### config.mk
export PLATFORM = sky130hd
export DESIGN_NAME = xbar_switch
export DESIGN_NICKNAME = d
export VERILOG_FILES = /design/src/rtl/xbar_pkg.sv /design/src/rtl/xbar_preset_gen.sv /design/src/rtl/xbar_cfg_store.sv /design/src/rtl/xbar_or_column.sv /design/src/rtl/xbar_switch.sv
export SDC_FILE = /design/constraint.sdc
export NUM_CORES = 1
export LEC_CHECK = 0
export BUFFER_PORTS_ARGS = -buffer_cell sky130_fd_sc_hd__buf_2
export CORE_AREA = 4 4 112 114
export CTS_CLUSTER_DIAMETER = 50
export DETAILED_ROUTE_END_ITERATION = 6
export DIE_AREA = 0 0 116 118
export GPL_ROUTABILITY_DRIVEN = 0
export PLACE_DENSITY = 0.59
export REMOVE_ABC_BUFFERS = 1
export SYNTH_ARGS = -nofsm -noshare
export SYNTH_HDL_FRONTEND = slang
export SYNTH_HIERARCHICAL = 1
export SYNTH_SLANG_ARGS = --single-unit
### constraint.sdc
create_clock -name clk -period 1.3 [get_ports clk]
set_input_delay 0.26 -clock clk [delete_from_list [all_inputs] [get_ports clk]]
set_output_delay 0.26 -clock clk [all_outputs]
set_load 0.02 [all_outputs]
### src/rtl/xbar_pkg.sv
package xbar_pkg;

    typedef enum logic [1:0] {
        PRE_FANOUT   = 2'd0,
        PRE_MIRROR   = 2'd1,
        PRE_STRAIGHT = 2'd2,
        PRE_EMPTY    = 2'd3
    } preset_e;

    localparam int NO_SRC = -1;

    // Source input that a preset routes to output column col, or NO_SRC.
    function automatic int preset_src(preset_e sel, int col, int n_in);
        case (sel)
            PRE_FANOUT:   return 0;
            PRE_MIRROR:   return (col < n_in) ? (n_in - 1 - col) : NO_SRC;
            PRE_STRAIGHT: return (col < n_in) ? col : NO_SRC;
            default:      return NO_SRC;
        endcase
    endfunction

endpackage

### src/rtl/xbar_preset_gen.sv
module xbar_preset_gen
    import xbar_pkg::*;
#(
    parameter int N_IN  = 8,
    parameter int N_OUT = 8
) (
    input  preset_e                       sel,
    output logic [N_OUT-1:0][N_IN-1:0]    cols
);

    always_comb begin
        for (int j = 0; j < N_OUT; j++) begin
            for (int i = 0; i < N_IN; i++) begin
                cols[j][i] = (preset_src(sel, j, N_IN) == i);
            end
        end
    end

endmodule

### src/rtl/xbar_cfg_store.sv
module xbar_cfg_store #(
    parameter int N_IN  = 8,
    parameter int N_OUT = 8
) (
    input  logic                          clk,
    input  logic                          rst,
    input  logic [N_IN-1:0]               din,
    input  logic [N_OUT-1:0]              col_we,
    input  logic                          preset_load,
    input  logic [N_OUT-1:0][N_IN-1:0]    preset_cols,
    output logic [N_OUT-1:0][N_IN-1:0]    cfg
);

    always_ff @(posedge clk) begin
        if (rst) begin
            cfg <= '0;
        end else if (preset_load) begin
            cfg <= preset_cols;
        end else begin
            for (int j = 0; j < N_OUT; j++) begin
                if (col_we[j]) cfg[j] <= din;
            end
        end
    end

    // reset empties the grid whatever else is requested
    p_reset_clears_r6: assert property (@(posedge clk) rst |=> cfg == '0);

    // a preset beats any column strobe in the same cycle
    p_preset_wins_r11: assert property (@(posedge clk) disable iff (rst)
        preset_load |=> cfg == $past(preset_cols));

    for (genvar j = 0; j < N_OUT; j++) begin : g_col_chk
        // a strobed column takes the input pattern
        p_col_load_r2: assert property (@(posedge clk) disable iff (rst)
            (!preset_load && col_we[j]) |=> cfg[j] == $past(din));
        // an unstrobed column is left alone
        p_col_hold_r4: assert property (@(posedge clk) disable iff (rst)
            (!preset_load && !col_we[j]) |=> $stable(cfg[j]));
    end

endmodule

### src/rtl/xbar_or_column.sv
module xbar_or_column #(
    parameter int N_IN = 8
) (
    input  logic [N_IN-1:0] din,
    input  logic [N_IN-1:0] sel,
    input  logic            rst,
    output logic            dout
);

    always_comb begin
        logic acc;
        acc = 1'b0;
        for (int i = 0; i < N_IN; i++) begin
            acc = acc | (din[i] & sel[i]);
        end
        dout = acc & ~rst;
    end

endmodule

### src/rtl/xbar_switch.sv
module xbar_switch
    import xbar_pkg::*;
#(
    parameter int N_IN  = 8,
    parameter int N_OUT = 8
) (
    input  logic              clk,
    input  logic              rst,
    input  logic [N_IN-1:0]   din,
    input  logic [N_OUT-1:0]  col_we,
    input  logic              preset_load,
    input  logic [1:0]        preset_sel,
    output logic [N_OUT-1:0]  dout
);

    logic [N_OUT-1:0][N_IN-1:0] preset_cols;
    logic [N_OUT-1:0][N_IN-1:0] cfg;

    xbar_preset_gen #(.N_IN(N_IN), .N_OUT(N_OUT)) u_preset (
        .sel  (preset_e'(preset_sel)),
        .cols (preset_cols)
    );

    xbar_cfg_store #(.N_IN(N_IN), .N_OUT(N_OUT)) u_store (
        .clk         (clk),
        .rst         (rst),
        .din         (din),
        .col_we      (col_we),
        .preset_load (preset_load),
        .preset_cols (preset_cols),
        .cfg         (cfg)
    );

    for (genvar j = 0; j < N_OUT; j++) begin : g_out
        xbar_or_column #(.N_IN(N_IN)) u_col (
            .din  (din),
            .sel  (cfg[j]),
            .rst  (rst),
            .dout (dout[j])
        );

        // an empty column never drives high
        p_empty_col_low_r5: assert property (@(posedge clk) disable iff (rst)
            (cfg[j] == '0) |-> !dout[j]);
    end

    // outputs are held low during reset
    p_reset_out_low_r6: assert property (@(posedge clk) rst |-> dout == '0);

endmodule

-- Word level (Yosys, flattened, before mapping)
Cells that the tools add are included.
- register bits after elaboration: 64
- latch bits: 0
- memory bits (writable): 0
- bits in read-only memories: 0
- bits of input ports: 21
- output and inout bits: 8
- logic and storage cells: 231
- memories: 0
- $add $sub $neg: 0
- $mul: 0
- divide/modulo/power cells: 0
- order comparisons: 0
- eq/ne operators: 58
- shifts and indexed selects: 0
- muxes and demuxes: 17
- bitwise logic cells: 129
- reduce and logical (&&, ||, !) cells: 19
- operator list (kind ; count):
    == test 32 x 4 -> 1 bit (second input constant) ; 32
    case mux 32 bit (3 select lines) ; 6
    == test 32 x 3 -> 1 bit (second input constant) ; 16
    == test 32 x 2 -> 1 bit (second input constant) ; 8
    zero test 32 bit ; 8
    case mux 32 bit (2 select lines) ; 2
    bitwise AND 1 bit ; 72
    2-to-1 mux 64 bit ; 1
    2-to-1 mux 8 bit ; 8
    OR 1 bit ; 56
    nonzero test 2 bit ; 8
    OR reduction 2 bit ; 2
    == test 2 x 1 -> 1 bit (second input constant) ; 1
    == test 2 bit (second input constant) ; 1
    zero test 2 bit ; 1
    inverter 1 bit ; 1

-- Depth between registers and ports, before layout
Gate-level depths: netlist (run 1).
- depth in word-level cells: 9
- gate-level depth with buffers: 4
- depth with buffers taken out: 3

-- Modules after synthesis
The synthesis (run 1) kept the hierarchy.
- modules (own cells, without submodules) (module ; times used ; cells an instance ; area an instance (um^2) ; seq. area each (um^2)):
    xbar_cfg_store ; 1 ; 293 ; 3751.1 ; 1281.2
    xbar_preset_gen ; 1 ; 65 ; 473.0 ; 0.0
    xbar_or_column ; 8 ; 5 ; 38.8 ; 0.0

-- Worst setup path before layout (run 1)
No wires, ideal clock.
- path type: reg2out
- start point: reg u_store/cfg[0] in the netlist's numbering
- end point: out dout[0]
- arrival time: 0.831 ns
- required time: 1.040 ns
- path slack: 0.209 ns
- stages on the path, launching flop included: 3
- path buffers: 0
- path through: dfxtp_1 -> a22oi_1 -> a41oi_1
- word-level cells in the longest chain between the ends: 9
- ends and longest elaborated chain (item ; line ; source):
    start, declared ; xbar_cfg_store.sv:11 ; output logic [N_OUT-1:0][N_IN-1:0] cfg
    start signal, assigned ; xbar_cfg_store.sv:18 ; cfg <= preset_cols;
    start signal, assigned by index ; xbar_cfg_store.sv:21 ; if (col_we[j]) cfg[j] <= din;
    bitwise AND 1 bit ; xbar_or_column.sv:14 ; acc = acc | (din[i] & sel[i]);
    OR 1 bit (7 in series) ; xbar_or_column.sv:14 ;
    bitwise AND 1 bit ; xbar_or_column.sv:16 ; dout = acc & ~rst;
    end, declared ; xbar_switch.sv:13 ; output logic [N_OUT-1:0] dout
No other way between the ends.

-- Worst setup path after layout (run 1)
- start point: reg u_store/cfg[45] in the netlist's numbering
- end point: out dout[5]
- word-level cells in the longest chain between the ends: 5
- ends and longest elaborated chain (item ; line):
    bitwise AND 1 bit ; xbar_or_column.sv:14
    OR 1 bit (3 in series) ; xbar_or_column.sv:14
    bitwise AND 1 bit ; xbar_or_column.sv:16
No other way between the ends.

==> results of run 1 <==
[cell usage in the layout, fill, tap and decap left out]
cell        netlist  routed
mux2i_1          64      64
a211oi_2         60      60
dfxtp_1          64      51
nor2b_4          50      50
conb_1            1      42
buf_4            67      33
a22oi_2           0      29
buf_2             6      16
nor2b_1          15      15
dfxtp_2           0      13
clkbuf_16         0       9
buf_12            0       8
a41oi_2           0       7
a211oi_1          4       4
clkinv_2          0       3
a22oi_1          32       3
clkbuf_4          0       3
bufinv_16         0       2
inv_1             2       2
clkinvlp_4        0       1
clkbuf_8          0       1
a41oi_1           8       1
nor2_1            1       1
and2b_2           1       1
inv_4             1       1
[through the flow]
| step | cell area, um2 | setup TNS (ns) | setup WS (ns) |
|---|---|---|---|
| after floorplan | 3980 | -0.158 | -0.0762 |
| after global placement | 4640 | -0.833 | -0.130 |
| after detailed placement | 4640 | -0.766 | -0.130 |
| after CTS | 5150 | -0.936 | -0.128 |
| after global routing | 5200 | -1.22 | -0.177 |
| final | 5200 | -0.810 | -0.131 |
[cells in the mapped netlist (2+ instances only)]
cell / n / area [um2]
a41oi_1: 8 / 70.1
clkbuf_2: 3 / 15.0
buf_2: 6 / 30.0
nor2b_1: 15 / 93.8
buf_4: 67 / 503
mux2i_1: 64 / 641
buf_1: 6 / 22.5
buf_6: 12 / 135
a22oi_1: 32 / 240
nor2b_4: 50 / 688
a211oi_2: 60 / 751
dfxtp_1: 64 / 1280
inv_1: 2 / 7.51
a211oi_1: 4 / 30.0
[routing by layer]
metal	share of wire	routed length [um]	global-route usage
met1	0.48	4620	0.201
met5	0	0	0
met3	0.022	214	0.0262
met4	0.0090	86	0.0413
met2	0.49	4670	0.234
[worst reg2reg max path, delay by kind of cell (launching register included)]
family	cells	cell delay, ns
flops	1	0.36
mux	1	0.09
compound gates	1	0.23
[final cells by class]
type | instances | share of cell area
clock inverter | 6 | 0.0159
inverter | 3 | 0.00264
tap | 143 | 0.0344
clock buffer | 10 | 0.0459
sequential | 64 | 0.249
timing repair buffer | 60 | 0.0981
multi-input combinational | 277 | 0.554
[final timing paths]
path,startpoint,to
max,u_store/cfg[45]$_SDFFE_PP0P_,dout[5]
min,preset_sel[1],u_store/cfg[56]$_SDFFE_PP0P_
max reg2reg,u_store/cfg[57]$_SDFFE_PP0P_,u_store/cfg[57]$_SDFFE_PP0P_
min reg2reg,u_store/cfg[13]$_SDFFE_PP0P_,u_store/cfg[13]$_SDFFE_PP0P_
[power by group]
group / internal, mW / total, mW / switching, mW
Combinational: 0.584 / 1.21 / 0.624
Sequential: 2.12 / 2.21 / 0.0958
Clock: 1.72 / 2.60 / 0.885
Total: 4.42 / 6.03 / 1.61
[logic make-up (layout without fill, tap and decap cells)]
group,Yosys count,after routing,share of synthesized area
DFF,64,64,0.283
other,1,42,0.000827
buffers and inverters,98,79,0.159
muxes,64,64,0.141
and+or+nand+nor,67,67,0.175
AOI/OAI and AO/OA,104,104,0.241
[timing repair]
item,in CTS,in global routing
endpoints found under the setup margin,8,8
resized for setup,45,15
pin swaps,7,5
==> flow_metrics.tcl, run 1 <==
set metrics [dict create \
    rows 39 \
    cts_hold_buffers 0 \
    grt_max_degree 49 \
    cts_root_buf "clkbuf_16" \
    grt_pass1_vias 2915 \
    die-area_um2 13700 \
    slew_viol_final 0 \
    final.period_utilization 1.10 \
    die_w_um 116 \
    hpwl_um 6080 \
    maxCapViolations 0 \
    io_pins 29 \
    core_um2 11400 \
    timing.hold.ws_ns 0.335 \
    avgViaCountPerCell 4.92 \
    reg2reg_slack_ns 0.54 \
    multi_input_area_um2 2880 \
    crit_arrival_ns 1.17 \
    yosys_warnings 6 \
    syn_avg_cell_area_um2 11.4 \
    synth_seq_cells 64 \
    clk_latency_ns 0.32 \
    port_buffers 28 \
    failed_checks "setup timing" \
    grt_setup_unrepaired "yes" \
    clockBufferDepth 2 \
    async_reset_ff_frac 0 \
    path_depth 3 \
    synth-edff-count 0 \
    skew_ns 0 \
    clk_pin_slew_ns 0.05 \
    status "finished, violations left" \
    cp_slowest_cell "dfxtp_2" \
    grt_overflow 0 \
    tritoncts "yes" \
    synth.cell_area_um2 4530 \
    largest_reg_flops 64 \
    cp_top_family "compound AO/OA/AOI/OAI gates" \
    antenna_found_initial 0 \
    hold_violations 0 \
    worst-path-max-fanout 2 \
    n_antenna_cell 0 \
    nets 436 \
    critPathLaunchType "flip-flop" \
    power_density_nw_per_um2 1160 \
    worst_ep_required_time_ns 1.04 \
    crit_chain "a22oi_2 -> a41oi_2 -> buf_4" \
    die_height_um 118 \
    layout_setup_ws_ns -0.131 \
    period_minus_slack_ns 1.43 \
    hold_class "in -> reg" \
    cts_htree_levels 3 \
    final-seq-area_um2 1300 \
    dp.cells 547 \
    critical_path_class "reg -> out" \
    max_freq_ghz 0.699 \
    drive_gt1_frac 0.564 \
    vdd_ir_drop_max_v 0.000650 \
    largest-register "u_store/cfg" \
    initial_core_util 0.397 \
    power.leakage_nw 2.15 \
    remaining_drc_errors 0 \
    fin_cells 563 \
    hold_path_depth 4 \
    power.total_mw 6.03 \
    top_regs "u_store/cfg x64" \
    syn_inst 398 \
    ys_seq_area_frac 0.283 \
    vias 2770 \
    rr_worst_depth 2 \
    synthDistinctLibCells 19 \
    first_pass_iters 4 \
    area_delta_synth_final_pct 14.8 \
    grt_pass1_wl_um 15600 \
    end_kind "output port" \
    synth_flop_cell "dfxtp_1" \
    drt_iter0_markers 83 \
    slowest_delay_ns 0.32 \
    post-cts-setup-buffers 0 \
    wl_per_cell_um 17.0 \
    clock_sinks 64 \
    path_buf_inv 1 \
    wl_um 9600 \
    fin_util 0.456 \
    setup_viol 8 \
    fillers 1075 \
    ant_nets 0 \
    grt_use_total 0.147 \
    numCtsBuffers 9 \
]
Note: power is estimated with default switching activity, not from simulation.
==> run 2: changes to the inputs <==
Clock period 1.3 ns to 1.7 ns, I/O delays scaled along.
==> run 2 against run 1 <==
Net effect:
- the flow now finishes without violations
- wire length shrank 4.1%
- via count decreased by 0.29%
- cell count is 1.4% lower
- largest cell class unchanged
- setup slack better by 0.26 ns
- worst hold slack improved by 0.058 ns
- core utilization decreased by 2.6 points
- clock skew unchanged
- first-iteration DRC count rose by 18%
- clock power shrank 35%
- flip-flop and latch count did not move
- critical path type unchanged
- highest routed layer unchanged
==> flow_metrics.tcl, run 2 (synthesized netlist as in run 1, its figures left out) <==
set metrics [dict create \
    slowest_delay_ns 0.34 \
    cts_htree_levels 3 \
    nets 428 \
    top_regs "u_store/cfg x64" \
    numCtsBuffers 9 \
    clockBufferDepth 2 \
    post_cts_resized 0 \
    largest-register "u_store/cfg" \
    setup_viol 0 \
    hpwl_um 5910 \
    cp_slowest_cell "dfxtp_1" \
    area_delta_synth_final_pct 8.17 \
    n_antenna_cell 0 \
    grt_pass1_wl_um 15000 \
    power_density_nw_per_um2 861 \
    maxCapViolations 0 \
    first_pass_iters 4 \
    largest_reg_flops 64 \
    crit_arrival_ns 1.23 \
    ant_nets 0 \
    cts_hold_buffers 0 \
    core_um2 11400 \
    crit_start "u_store/cfg[29]$_SDFFE_PP0P_" \
    drt_iter0_markers 98 \
    status "complete, no violations" \
    post-place-ws_ns 0.166 \
    grt_overflow 0 \
    critPathLaunchType "flip-flop" \
    cts_root_buf "clkbuf_16" \
    crit_chain "a22oi_1 -> a41oi_1 -> buf_2" \
    path_buf_inv 1 \
    remaining_drc_errors 0 \
    vdd_ir_drop_max_v 0.000404 \
    hold_class "in -> reg" \
    mostFrequentLayoutCells "64 x mux2i_1, 64 x dfxtp_1, 60 x a211oi_2, 50 x nor2b_4, 42 x conb_1" \
    clk_latency_ns 0.33 \
    antenna_found_initial 0 \
    final.period_utilization 0.924 \
    fin_util 0.430 \
    io_pins 29 \
    grt_pass1_vias 2897 \
    die-area_um2 13700 \
    dp.cells 539 \
    clk_pin_slew_ns 0.05 \
    vias 2762 \
    tritoncts "yes" \
    grt_use_total 0.142 \
    post-cts-setup-buffers 0 \
    avgViaCountPerCell 4.98 \
    period_minus_slack_ns 1.57 \
    die_w_um 116 \
    grt_setup_unrepaired "no" \
    fillers 1124 \
    layout_setup_ws_ns 0.129 \
    max_freq_ghz 0.637 \
    worst_ep_required_time_ns 1.36 \
    drive_gt1_frac 0.437 \
    clock_sinks 64 \
    die_height_um 118 \
    grt_max_degree 65 \
    wl_per_cell_um 16.6 \
    initial_core_util 0.397 \
    hold_violations 0 \
    skew_ns 0 \
    wl_um 9210 \
    setup_tns_ns 0 \
    fin_cells 555 \
    worst-path-max-fanout 2 \
    critical_path_class "reg -> out" \
    cp_top_family "compound AO/OA/AOI/OAI gates" \
    end_kind "output port" \
    rows 39 \
    min_from "preset_sel[1]" \
    slew_viol_final 0 \
    port_buffers 28 \
    power.leakage_nw 2.08 \
    reg2reg_from "u_store/cfg[37]$_SDFFE_PP0P_" \
]
==> run 2: cell types whose count changed in the layout (fill, tap and decap cells not counted), sizes merged <==
cell / delta
clkinv: +1
buf: -5
clkbuf: -3
clkinvlp: +1
bufinv: -2
==> run 2: metrics by stage <==
step / hold slack, ns / area [um2] / power [mW]
after floorplan: 0.405 / 3980 / 2.21
after global placement: 0.540 / 4630 / 2.55
after global routing: 0.406 / 4900 / 4.42
after detailed placement: 0.544 / 4630 / 2.57
after CTS: 0.385 / 4900 / 4.28
final: 0.393 / 4900 / 4.22
==> run 2: per-layer routing <==
metal	routed length, um	vias up	part of all wire	GRT usage
li1	-	1370	-	-
met4	200	0	0.022	0.0595
met2	4440	38	0.48	0.228
met3	302	17	0.033	0.0298
met1	4260	1337	0.46	0.181
met5	0	-	0	0
==> run 2: worst paths after layout <==
kind              cells past startpoint                      endpoint  slack [ns]
setup / recovery                      3                       dout[3]        0.13
hold / removal                        4  u_store/cfg[56]$_SDFFE_PP0P_        0.39
setup reg to reg                      2  u_store/cfg[37]$_SDFFE_PP0P_        0.96
hold reg to reg                       2  u_store/cfg[63]$_SDFFE_PP0P_        0.56
==> run 2: layout make-up <==
cell class,count,area [um2],area share
clock buffer,10,239,0.0487
clock inverter,6,35.0,0.00714
inverter,3,13.8,0.00281
multi-input combinational,277,2680,0.547
sequential,64,1280,0.261
tap,143,179,0.0365
timing repair buffer,52,473,0.0964
==> run 2: report_power, final <==
group	internal [mW]	total [mW]	switching, mW
sequential	1.61	1.67	0.0568
clock	1.01	1.69	0.680
combinational	0.408	0.857	0.450
total	3.04	4.22	1.19
==> run 2: worst reg2reg max path: cells and delay by family (launching register included) <==
| family | cells | cell delay [ns] |
|---|---|---|
| compound gates | 1 | 0.24 |
| mux | 1 | 0.09 |
| flops | 1 | 0.33 |
==> run 3: changes to the inputs <==
Settings changed: RECOVER_POWER from default to 25.
==> run 3 against run 2 <==
Net effect:
- clock skew stayed put
- critical endpoint unchanged
- sequential share of layout area is 0.45 points higher
- first-iteration DRC count is 18% higher
- design area is 1.7% lower
- core utilization is 0.72 points lower
- worst hold slack hardly changed
==> flow_metrics.tcl, run 3 (synthesized netlist as in run 1, its figures left out) <==
set metrics [dict create \
    status "complete, no violations" \
    io_pins 29 \
    vias 2763 \
    critical_path_class "reg -> out" \
    clock_sinks 64 \
    n_antenna_cell 0 \
    vdd_ir_drop_max_v 0.000401 \
    rr_endpoint "u_store/cfg[59]$_SDFFE_PP0P_" \
    ant_nets 0 \
    setup_tns_ns 0 \
    reg2reg_slack_ns 0.94 \
    crit_arrival_ns 1.22 \
    largest-register "u_store/cfg" \
    grt_overflow 0 \
    crit_chain "a22oi_1 -> a41oi_1 -> buf_2" \
    wl_um 9270 \
    grt_pass1_wl_um 15000 \
    critPathLaunchType "flip-flop" \
    power.total_mw 4.20 \
    path_depth 3 \
    slew_headroom 0.431 \
    wl_per_cell_um 16.7 \
    grt_max_degree 65 \
    cts_htree_levels 3 \
    rr_worst_depth 2 \
    period_minus_slack_ns 1.56 \
    post-cts-setup-buffers 0 \
    rows 39 \
    crit_start "u_store/cfg[29]$_SDFFE_PP0P_" \
    avgViaCountPerCell 4.98 \
    slowest_delay_ns 0.33 \
    skew_ns 0 \
    fillers 1137 \
    setup_viol 0 \
    hpwl_um 5910 \
    clockBufferDepth 2 \
    cts_root_buf "clkbuf_16" \
    grt_setup_unrepaired "no" \
    timing.hold.ws_ns 0.393 \
    port_buffers 28 \
    top_regs "u_store/cfg x64" \
    path_buf_inv 1 \
    area_delta_synth_final_pct 6.35 \
    numCtsBuffers 9 \
    antenna_found_initial 0 \
    drt_iter0_markers 116 \
    hold_path_depth 4 \
    clk_latency_ns 0.33 \
    end_kind "output port" \
    mostFrequentLayoutCells "64 x mux2i_1, 64 x dfxtp_1, 50 x nor2b_4, 44 x a211oi_2, 42 x conb_1" \
    tightest_slew_ns 0.853 \
    tritoncts "yes" \
    slew_viol_final 0 \
    max_freq_ghz 0.640 \
    cp_slowest_cell "dfxtp_1" \
    worst_ep_required_time_ns 1.36 \
    core_um2 11400 \
    min_from "preset_sel[1]" \
    die_w_um 116 \
    clk_pin_slew_ns 0.05 \
    cp_top_family "compound AO/OA/AOI/OAI gates" \
    maxCapViolations 0 \
    first_pass_iters 4 \
    hold_class "in -> reg" \
    reg2reg_from "u_store/cfg[59]$_SDFFE_PP0P_" \
    hold_violations 0 \
    largest_reg_flops 64 \
    worstSetupEndpoint "dout[3]" \
    cts_hold_buffers 0 \
    final.period_utilization 0.919 \
    initial_core_util 0.397 \
    power.leakage_nw 2.07 \
    die-area_um2 13700 \
    post_cts_resized 0 \
    worst-path-max-fanout 2 \
    power_density_nw_per_um2 870 \
    die_height_um 118 \
    grt_pass1_vias 2897 \
    drive_gt1_frac 0.396 \
    remaining_drc_errors 0 \
    nets 428 \
    grt_use_total 0.142 \
]
## run 3: worst register-to-register path, stage by stage, from the launching register on
cell,delay (ns)
dfxtp_1,0.34
mux2i_1,0.08
a211oi_1,0.26
## run 3: power by group
| part | internal (mW) | switching, mW | total [mW] |
|---|---|---|---|
| logic | 0.398 | 0.435 | 0.833 |
| registers | 1.61 | 0.0567 | 1.67 |
| clock network | 1.01 | 0.679 | 1.69 |
## run 3: final cells by class
cell class	count	area, um2	area share
Clock buffer	10	239	0.0496
Multi-Input combinational cell	277	2600	0.540
Timing Repair Buffer	52	473	0.0981
Sequential cell	64	1280	0.266
Tap cell	143	179	0.0371
Clock inverter	6	35.0	0.00727
Inverter	3	11.3	0.00234
## run 3: layer usage
metal	track usage	wire, um
met5	0	0
met3	0.0298	293
met1	0.181	4340
met4	0.0595	199
met2	0.228	4430
## run 3: how the worst min path moves through the flow
stage | to
after CTS | u_store/cfg[56]$_SDFFE_PP0P_
final | u_store/cfg[56]$_SDFFE_PP0P_
after global placement | u_store/cfg[13]$_SDFFE_PP0P_
after detailed placement | u_store/cfg[47]$_SDFFE_PP0P_
after floorplan | u_store/cfg[0]$_SDFFE_PP0P_
after global routing | u_store/cfg[56]$_SDFFE_PP0P_
## run 3: per-stage QoR
stage	instances	setup WS [ns]	area, um2	utilization
final	555	0.138	4820	0.422
after detailed placement	539	0.166	4630	0.406
after global placement	539	0.127	4630	0.406
after CTS	555	0.113	4900	0.430
after global routing	555	0.0581	4820	0.422
after floorplan	344	0.244	3980	-
